$ cat config.mk
export PLATFORM = sky130hd
export DESIGN_NAME = fixed_off_chopper
export DESIGN_NICKNAME = d
export VERILOG_FILES = /design/src/rtl/chop_pkg.sv /design/src/rtl/chop_dp.sv /design/src/rtl/chop_ctrl.sv /design/src/rtl/fixed_off_chopper.sv
export SDC_FILE = /design/constraint.sdc
export NUM_CORES = 1
export LEC_CHECK = 0
export BUFFER_PORTS_ARGS = -buffer_cell sky130_fd_sc_hd__buf_2
export CORE_MARGIN = 5
export CORE_UTILIZATION = 58
export CTS_CLUSTER_SIZE = 16
export DETAILED_ROUTE_END_ITERATION = 6
export GPL_TIMING_DRIVEN = 1
export MAX_ROUTING_LAYER = met4
export PLACE_DENSITY = 0.91
export SYNTH_ARGS = -nofsm -noshare
export SYNTH_HDL_FRONTEND = slang
export SYNTH_SLANG_ARGS = --single-unit
$ cat constraint.sdc
create_clock -name clk -period 5.4 [get_ports clk]
set_input_delay 0.81 -clock clk [delete_from_list [all_inputs] [get_ports clk]]
set_output_delay 0.81 -clock clk [all_outputs]
set_load 0.01 [all_outputs]
$ cat src/rtl/chop_pkg.sv
package chop_pkg;

  typedef enum logic [2:0] {
    ST_OFFLINE = 3'd0,
    ST_DEAD    = 3'd1,
    ST_BLANK   = 3'd2,
    ST_DRIVE   = 3'd3,
    ST_COAST   = 3'd4
  } chopState_e;

  // control -> datapath
  typedef struct packed {
    logic loadDead;
    logic loadBlank;
    logic loadCoast;
    logic captureLens;
    logic latchPhase;
  } chopStrobe_t;

  // datapath -> control
  typedef struct packed {
    logic cntDone;
    logic trip;
    logic phaseEdge;
    logic phaseAct;
  } chopFlags_t;

endpackage

$ cat src/rtl/chop_dp.sv
module chop_dp
  import chop_pkg::*;
#(
  parameter int CNT_W       = 16,
  parameter int SYNC_STAGES = 2
) (
  input  logic             clk,
  input  logic             rstN,
  input  logic             phaseIn,
  input  logic             ocIn,
  input  logic [CNT_W-1:0] deadLenIn,
  input  logic [CNT_W-1:0] blankLenIn,
  input  logic [CNT_W-1:0] offLenIn,
  input  chopStrobe_t      strobe,
  output chopFlags_t       flags
);

  localparam logic [CNT_W-1:0] ZERO = '0;
  localparam logic [CNT_W-1:0] ONE  = {{(CNT_W-1){1'b0}}, 1'b1};

  logic [CNT_W-1:0] deadQ, blankQ, offQ;
  logic [CNT_W-1:0] deadSrc, blankSrc, offSrc, loadVal, cntQ;
  logic             phaseActQ;
  logic             tripSync;

  // overcurrent synchroniser
  generate
    if (SYNC_STAGES <= 1) begin : g_sync1
      logic syncQ;
      always_ff @(posedge clk or negedge rstN)
        if (!rstN) syncQ <= 1'b0;
        else       syncQ <= ocIn;
      assign tripSync = syncQ;
    end else begin : g_syncN
      logic [SYNC_STAGES-1:0] syncQ;
      always_ff @(posedge clk or negedge rstN)
        if (!rstN) syncQ <= '0;
        else       syncQ <= {syncQ[SYNC_STAGES-2:0], ocIn};
      assign tripSync = syncQ[SYNC_STAGES-1];
    end
  endgenerate

  // length capture, only while offline
  always_ff @(posedge clk or negedge rstN) begin
    if (!rstN) begin
      deadQ  <= ONE;
      blankQ <= ONE;
      offQ   <= ONE;
    end else if (strobe.captureLens) begin
      deadQ  <= deadLenIn;
      blankQ <= blankLenIn;
      offQ   <= offLenIn;
    end
  end

  assign deadSrc  = strobe.captureLens ? deadLenIn  : deadQ;
  assign blankSrc = strobe.captureLens ? blankLenIn : blankQ;
  assign offSrc   = strobe.captureLens ? offLenIn   : offQ;

  always_comb begin
    if (strobe.loadDead)       loadVal = deadSrc;
    else if (strobe.loadBlank) loadVal = blankSrc;
    else                       loadVal = offSrc;
    // zero length behaves as one cycle
    if (loadVal != ZERO) loadVal = loadVal - ONE;
  end

  always_ff @(posedge clk or negedge rstN) begin
    if (!rstN)
      cntQ <= ZERO;
    else if (strobe.loadDead || strobe.loadBlank || strobe.loadCoast)
      cntQ <= loadVal;
    else if (cntQ != ZERO)
      cntQ <= cntQ - ONE;
  end

  always_ff @(posedge clk or negedge rstN)
    if (!rstN)                  phaseActQ <= 1'b0;
    else if (strobe.latchPhase) phaseActQ <= phaseIn;

  assign flags.cntDone   = (cntQ == ZERO);
  assign flags.trip      = tripSync;
  assign flags.phaseEdge = (phaseIn != phaseActQ);
  assign flags.phaseAct  = phaseActQ;

  // lengths frozen while not offline
  p_len_hold_r9: assert property (@(posedge clk) disable iff (!rstN)
    !strobe.captureLens |=> ($stable(deadQ) && $stable(blankQ) && $stable(offQ)));

  // an idle counter stays at its floor
  p_cnt_floor_r8: assert property (@(posedge clk) disable iff (!rstN)
    (cntQ == ZERO && !strobe.loadDead && !strobe.loadBlank && !strobe.loadCoast)
      |=> cntQ == ZERO);

endmodule

$ cat src/rtl/chop_ctrl.sv
module chop_ctrl
  import chop_pkg::*;
(
  input  logic        clk,
  input  logic        rstN,
  input  logic        enable,
  input  chopFlags_t  flags,
  output chopStrobe_t strobe,
  output chopState_e  stateQ,
  output logic        hiA,
  output logic        loA,
  output logic        hiB,
  output logic        loB
);

  chopState_e stNext;
  logic       driving, coasting;

  always_comb begin
    stNext = stateQ;
    if (!enable) begin
      stNext = ST_OFFLINE;
    end else begin
      unique case (stateQ)
        ST_OFFLINE: stNext = ST_BLANK;
        ST_DEAD:    if (flags.cntDone) stNext = ST_BLANK;
        ST_BLANK:   if (flags.phaseEdge)    stNext = ST_DEAD;
                    else if (flags.cntDone) stNext = ST_DRIVE;
        ST_DRIVE:   if (flags.phaseEdge)    stNext = ST_DEAD;
                    else if (flags.trip)    stNext = ST_COAST;
        ST_COAST:   if (flags.phaseEdge)    stNext = ST_DEAD;
                    else if (flags.cntDone) stNext = ST_BLANK;
        default:    stNext = ST_OFFLINE;
      endcase
    end
  end

  always_ff @(posedge clk or negedge rstN)
    if (!rstN) stateQ <= ST_OFFLINE;
    else       stateQ <= stNext;

  always_comb begin
    strobe.loadDead    = (stNext == ST_DEAD)  && (stateQ != ST_DEAD);
    strobe.loadBlank   = (stNext == ST_BLANK) && (stateQ != ST_BLANK);
    strobe.loadCoast   = (stNext == ST_COAST) && (stateQ != ST_COAST);
    strobe.captureLens = (stateQ == ST_OFFLINE);
    strobe.latchPhase  = (stNext == ST_BLANK) &&
                         (stateQ == ST_OFFLINE || stateQ == ST_DEAD);
  end

  assign driving  = (stateQ == ST_BLANK) || (stateQ == ST_DRIVE);
  assign coasting = (stateQ == ST_COAST);
  assign hiA = driving && flags.phaseAct;
  assign loB = (driving || coasting) && flags.phaseAct;
  assign hiB = driving && !flags.phaseAct;
  assign loA = (driving || coasting) && !flags.phaseAct;

  // no shoot-through on either leg
  p_leg_exclusive_r10: assert property (@(posedge clk) disable iff (!rstN)
    !(hiA && loA) && !(hiB && loB));

  // disable wins from any state
  p_disable_r12: assert property (@(posedge clk) disable iff (!rstN)
    !enable |=> stateQ == ST_OFFLINE);

  // a trip during blanking never reaches the off-time
  p_blank_no_trip_r3: assert property (@(posedge clk) disable iff (!rstN)
    (stateQ == ST_BLANK && enable && !flags.phaseEdge) |=> stateQ != ST_COAST);

  // off-time is left only on timer expiry, a phase edge or disable
  p_coast_hold_r5: assert property (@(posedge clk) disable iff (!rstN)
    (stateQ == ST_COAST && enable && !flags.phaseEdge && !flags.cntDone)
      |=> stateQ == ST_COAST);

  // dead-time keeps every gate off
  p_dead_dark_r7: assert property (@(posedge clk) disable iff (!rstN)
    stateQ == ST_DEAD |-> !(hiA || loA || hiB || loB));

endmodule

$ cat src/rtl/fixed_off_chopper.sv
module fixed_off_chopper
  import chop_pkg::*;
#(
  parameter int CNT_W       = 16,
  parameter int SYNC_STAGES = 2
) (
  input  logic             clk,
  input  logic             rstN,
  input  logic             enable,
  input  logic             phase,
  input  logic             ocFlag,
  input  logic [CNT_W-1:0] deadLen,
  input  logic [CNT_W-1:0] blankLen,
  input  logic [CNT_W-1:0] offLen,
  output logic             hiA,
  output logic             loA,
  output logic             hiB,
  output logic             loB,
  output logic [2:0]       state
);

  chopStrobe_t strobe;
  chopFlags_t  flags;
  chopState_e  stateQ;

  chop_dp #(.CNT_W(CNT_W), .SYNC_STAGES(SYNC_STAGES)) u_dp (
    .clk        (clk),
    .rstN       (rstN),
    .phaseIn    (phase),
    .ocIn       (ocFlag),
    .deadLenIn  (deadLen),
    .blankLenIn (blankLen),
    .offLenIn   (offLen),
    .strobe     (strobe),
    .flags      (flags)
  );

  chop_ctrl u_ctrl (
    .clk    (clk),
    .rstN   (rstN),
    .enable (enable),
    .flags  (flags),
    .strobe (strobe),
    .stateQ (stateQ),
    .hiA    (hiA),
    .loA    (loA),
    .hiB    (hiB),
    .loB    (loB)
  );

  assign state = stateQ;

  // offline means dark outputs
  p_offline_dark_r1: assert property (@(posedge clk) disable iff (!rstN)
    state == 3'd0 |-> !(hiA || loA || hiB || loB));

endmodule

; After elaboration in Yosys (flattened, before gate mapping)
; Cells that the tools add are included.
[word_totals]
register_bits = 70
inputBits = 53
word_cells = 55
[op_classes]
addsub = 2
eq_ne = 11
n_mux = 16
reduce_logical = 19
[ops]
columns = op, n
row1 = $mux 16, 8
row2 = $reduce_bool 16->1, 2
row3 = $sub 16x1->16 const B, 2
row4 = $mux 3, 7
row5 = $logic_not 16->1, 1
row6 = $pmux 3 s5, 1
row7 = $eq 3x2->1 const B, 3
row8 = $logic_and 1x1->1, 8
row9 = $eq 3x1->1 const B, 2
row10 = $eq 3x3->1 const B, 2
row11 = $logic_or 1x1->1, 5
row12 = $logic_not 3->1, 1
row13 = $ne 3x1->1 const B, 1
row14 = $ne 3x2->1 const B, 1
row15 = $ne 3x3->1 const B, 1
row16 = $reduce_bool 2->1, 1
row17 = $logic_not 1->1, 1
row18 = $ne 1x1->1, 1

; Longest topological paths before layout
[logic_depth]
depth_word = 12
depth_mapped = 20
depth_no_buf = 15

; Cells and area by module
; Synthesis repeated with hierarchy kept, for this count alone.
[unflattened]
hier_cells = 362
hier_area_um2 = 4245.3
[by_module_without_submodules]
columns = module, n_inst, cells_per_inst, area_each_um2
row1 = chop_dp, 1, 328, 3998.8
row2 = chop_ctrl, 1, 34, 246.5

; Worst setup path after synthesis
; Ideal clock, no wire load.
[synth_path]
path_type = flip-flop to flip-flop
startpoint = register u_dp.cntQ[0]
endpoint = register u_dp.cntQ[9]
setup_time_ps = 92
arrival_ps = 4434
t_required_ps = 5308
slack_ps = 874
path_stages_with_launch = 20
path_buffers = 5
path_cell_list = dfrtp_1 > inv_1 > ha_1 > or4b_4 > buf_6 > nor4_4 > o2111ai_4 > buf_2 > or2_2 > clkbuf_1 > mux2i_1 > o21a_1 > ha_1 > nand3_1 > or4_1 > buf_2 > or3b_1 > buf_6 > and4_4 > o31ai_2
[synth_between]
elab_chain_len = 12
[synth_lines]
columns = element, line
row1 = from (decl), chop_dp.sv:22  ; logic [CNT_W-1:0] deadSrc, blankSrc, offSrc, loadVal, cntQ;
row2 = from (signal assigned), chop_dp.sv:72  ; cntQ <= loadVal;
row3 = from (signal assigned), chop_dp.sv:74  ; cntQ <= cntQ - ONE;
row4 = $logic_not 16->1, chop_dp.sv:81  ; assign flags.cntDone = (cntQ == ZERO);
row5 = "$mux 3, on equally long branches", "chop_ctrl.sv:26, chop_ctrl.sv:32, chop_ctrl.sv:28"
row6 = "$mux 3, on equally long branches", "chop_ctrl.sv:31, chop_ctrl.sv:27"
row7 = $pmux 3 s5, chop_ctrl.sv:24  ; unique case (stateQ)
row8 = $mux 3, chop_ctrl.sv:21  ; if (!enable) begin
row9 = $eq 3x2->1, chop_ctrl.sv:44  ; strobe.loadBlank = (stNext == ST_BLANK) && (stateQ != ST_BLANK);
row10 = $logic_and 1x1->1, chop_ctrl.sv:44
row11 = $mux 16, chop_dp.sv:62  ; else if (strobe.loadBlank) loadVal = blankSrc;
row12 = $mux 16, chop_dp.sv:61  ; if (strobe.loadDead) loadVal = deadSrc;
row13 = $sub 16x1->16 or $reduce_bool 16->1 (tied branches), chop_dp.sv:65  ; if (loadVal != ZERO) loadVal = loadVal - ONE;
row14 = $mux 16, chop_dp.sv:65
row15 = $mux 16, chop_dp.sv:71  ; else if (strobe.loadDead || strobe.loadBlank || strobe.loadCoast)
; Several ways; a longest one is shown, not always the timed one. The select of a mux whose other input is x is not followed.
; A chain may end at the register's enable or synchronous reset.

; Worst setup path after layout
[layout_path]
startpoint = register u_dp.cntQ[0]
endpoint = register u_dp.cntQ[2]
; Same word-level chain as after synthesis.

==> flow_summary.ini <==
[critical_path]
start_kind = register
r2r-end = u_dp.cntQ[2]
cp_data_required_time_ns = 5.60
critPathMaxFanout = 16
path_class = register to register
r2r_start = u_dp.cntQ[0]
worstRegToRegCells = 14
cp.arrival_ns = 4.86
endpoint_kind = register
reg2reg_setup_slack_ns = 0.74

[sta]
final_hold_viol_count = 0
maxSlewViolCount = 0
fin_skew_ns = 0.00531
tightest_slew_ns = 0.864
final.setup.tns_ns = 0
period_minus_slack_ns = 4.66
fin_ws_ns = 0.741
fmax_ghz = 0.215
setup_viol = 0
min_period_over_period_pct = 86.3
max_slew_margin_pct = 42.4
rsz0062_at_grt = false

[min_path]
hp-class = register to register
hold_path_depth = 0
holdPathEnd = u_dp.g_syncN.syncQ[1]
hold_start = u_dp.g_syncN.syncQ[0]

[synth]
synth_ff_type = dfrtp_1
async_reset_ff_share_pct = 100
seq_area_frac_synth_pct = 42.1
synth_cell_types = 59
synth_nets = 464
syn_inst = 408
synth-seq-cells = 70
ys_top_cells_by_area = dfrtp_1 40%, mux2_2 12%, mux2i_1 4.6%
syn_avg_cell_area_um2 = 10.2
synth_edf_count = 0
yosysTopAreaCell = dfrtp_1
yosysWarnings = 0
synth_top_area_share_pct = 40.2
syn_area_um2 = 4170

[final_layout]
multiInputGateArea_um2 = 2240
fillers = 537
syn2layout_area_growth_pct = 12.9
regArea_um2 = 1760
final_nets = 513
drive_above_1_share_pct = 31.0
antennaDiodeCount = 0

[route]
route.detailed.drc = 0
final_antenna_net_count = 0
vias_per_cell = 6.11
wl_per_cell_um = 17.7
drt_iter0_drc = 295
wl_um = 9910
vias = 3430
drt_pre_antenna_iters = 5

[floorplanning]
rows = 31
start_util_pct = 58.5
dieWidth_um = 94.8
core-area_um2 = 7140
ios = 60
die_h_um = 94.8
die_area_um2 = 8990

[cts]
cts_tree = yes
h-tree-depth = 3
clkTransAtPathRegs_ns = 0.08
clockRootBuffer = clkbuf_8
cts_resized = 0
clockBufferDepth = 2
ctsHoldBuffers = 0
insertion_delay_ns = 0.35
cts_setup_buffers = 0
numCtsBuffers = 9
cts_num_sinks = 70

[placement]
dp_hpwl_um = 6930
dpl_worst_slack_ns = 0.813
io_buffers = 59
gp_congestion = 0.998

[global_routing]
grt_pass1_vias = 3497
grt_max_degree = 71
grt_pass1_wl_um = 16900
grt.overflow.total = 0
use_met3_pct = 6.22
met2_usage_pct = 41.0
grt_use_met1_pct = 29.3
top_usage_layer = met2
grt_usage_pct = 25.0
antenna_found_initial = 0

[run]
cap_violations = 0

[power]
pwr_density_cell_nw_per_um2 = 610
p_leak_nw = 2.09
irDropWorstVdd_v = 0.000348
total_power_mw = 2.87

[run_status]
run_status = completed
-- state kept, by name, indices dropped and copies added, names as in the netlist --
| register | flops |
|---|---|
| u_dp.blankQ | 16 |
| u_dp.cntQ | 16 |
| u_dp.deadQ | 16 |
| u_dp.offQ | 16 |
| u_ctrl.stateQ | 3 |
| u_dp.g_syncN.syncQ | 2 |
| u_dp.phaseActQ | 1 |
-- cells in the mapped netlist (4+ instances only) --
cell      instances
o21ai_0          22
mux2i_1          19
and4_1            4
clkbuf_1         15
or3_1             4
o21a_1            5
nor4_1            5
nor2b_1           4
and2_1            4
dfrtp_1          67
nand4_1           5
nand2b_1          4
nor3b_1           6
nand2_1          31
o31ai_1           4
nor2_1           34
o22a_1           10
inv_1            10
xnor2_1           6
buf_6             6
a31oi_1           7
mux2_2           44
xor2_1           10
o22ai_1           4
nor3_1            8
nand3_1          12
a21oi_1           6
-- logic make-up after synthesis --
kind of cell | count (synthesis) | share of synthesized area, %
buffers and inverters | 36 | 4.41
DFF | 70 | 42.1
and+or+nand+nor | 143 | 19.5
muxes | 63 | 16.4
AOI/OAI and AO/OA | 77 | 13.3
xor gates and xnor gates | 16 | 3.36
adders and majority gates | 3 | 0.900
-- worst max-delay path, cell delays in order, from the launching register on --
cell	delay [ns]
dfrtp_1	0.41
inv_1	0.07
ha_1	0.20
or4b_4	0.53
nor4_4	0.38
nand4b_2	0.16
and2_1	0.39
nor2_1	0.28
o21a_1	0.24
ha_1	0.18
nand3_1	0.06
or4_1	0.64
or3b_1	0.58
nor3_2	0.30
a311oi_1	0.09
-- stage by stage --
step           hold WS (ns)  std cells  utilization (%)  area (um2)
3_5_place_dp          0.335        545             62.9        4490
5_1_grt               0.394        561             66.0        4710
3_3_place_gp          0.337        545             62.9        4490
4_1_cts               0.374        561             66.0        4710
2_1_floorplan         0.331        408                -        4170
6_report              0.380        561             66.0        4710
-- metal layers --
metal	vias to the layer above	part of all wire, %
met5	-	0
met4	0	3.3
met3	37	7.3
met2	160	49
met1	1649	41
li1	1584	-
-- cell usage in the layout (no fill, tap or decap), types with 10 or more instances in the layout --
| master | synthesis | layout |
|---|---|---|
| mux2i_1 | 19 | 19 |
| o21ai_0 | 22 | 22 |
| nand2_1 | 31 | 31 |
| inv_1 | 10 | 10 |
| nand3_1 | 12 | 12 |
| xor2_1 | 10 | 10 |
| o22a_1 | 10 | 10 |
| nor2_1 | 34 | 34 |
| buf_2 | 3 | 59 |
| dfrtp_1 | 67 | 67 |
| mux2_2 | 44 | 44 |
-- power breakdown --
group	internal (mW)	switching, mW	leakage (nW)	total, mW
combinational	0.621	0.868	1.17	1.49
clock	0.264	0.206	0.107	0.470
sequential	0.782	0.130	0.817	0.912
-- worst max-delay path by stage --
stage                 startpoint       endpoint  slack, ns  cells after the start
global route        u_dp.cntQ[0]  u_dp.cntQ[10]       0.46                     14
finish              u_dp.cntQ[0]   u_dp.cntQ[2]       0.74                     14
detailed placement  u_dp.cntQ[0]   u_dp.cntQ[2]       0.81                     14
global placement    u_dp.cntQ[0]   u_dp.cntQ[2]       0.99                     14
CTS                 u_dp.cntQ[0]   u_dp.cntQ[2]       0.76                     14
floorplan           u_dp.cntQ[0]   u_dp.cntQ[9]       0.87                     19
-- final cells by class --
class / count / area share (%)
Multi-Input combinational cell: 302 / 47.5
Clock inverter: 6 / 1.99
Tap cell: 99 / 2.63
Timing Repair Buffer: 64 / 7.07
Clock buffer: 10 / 2.71
Sequential cell: 70 / 37.3
Inverter: 10 / 0.797
Power figures use the tool's default switching activity.
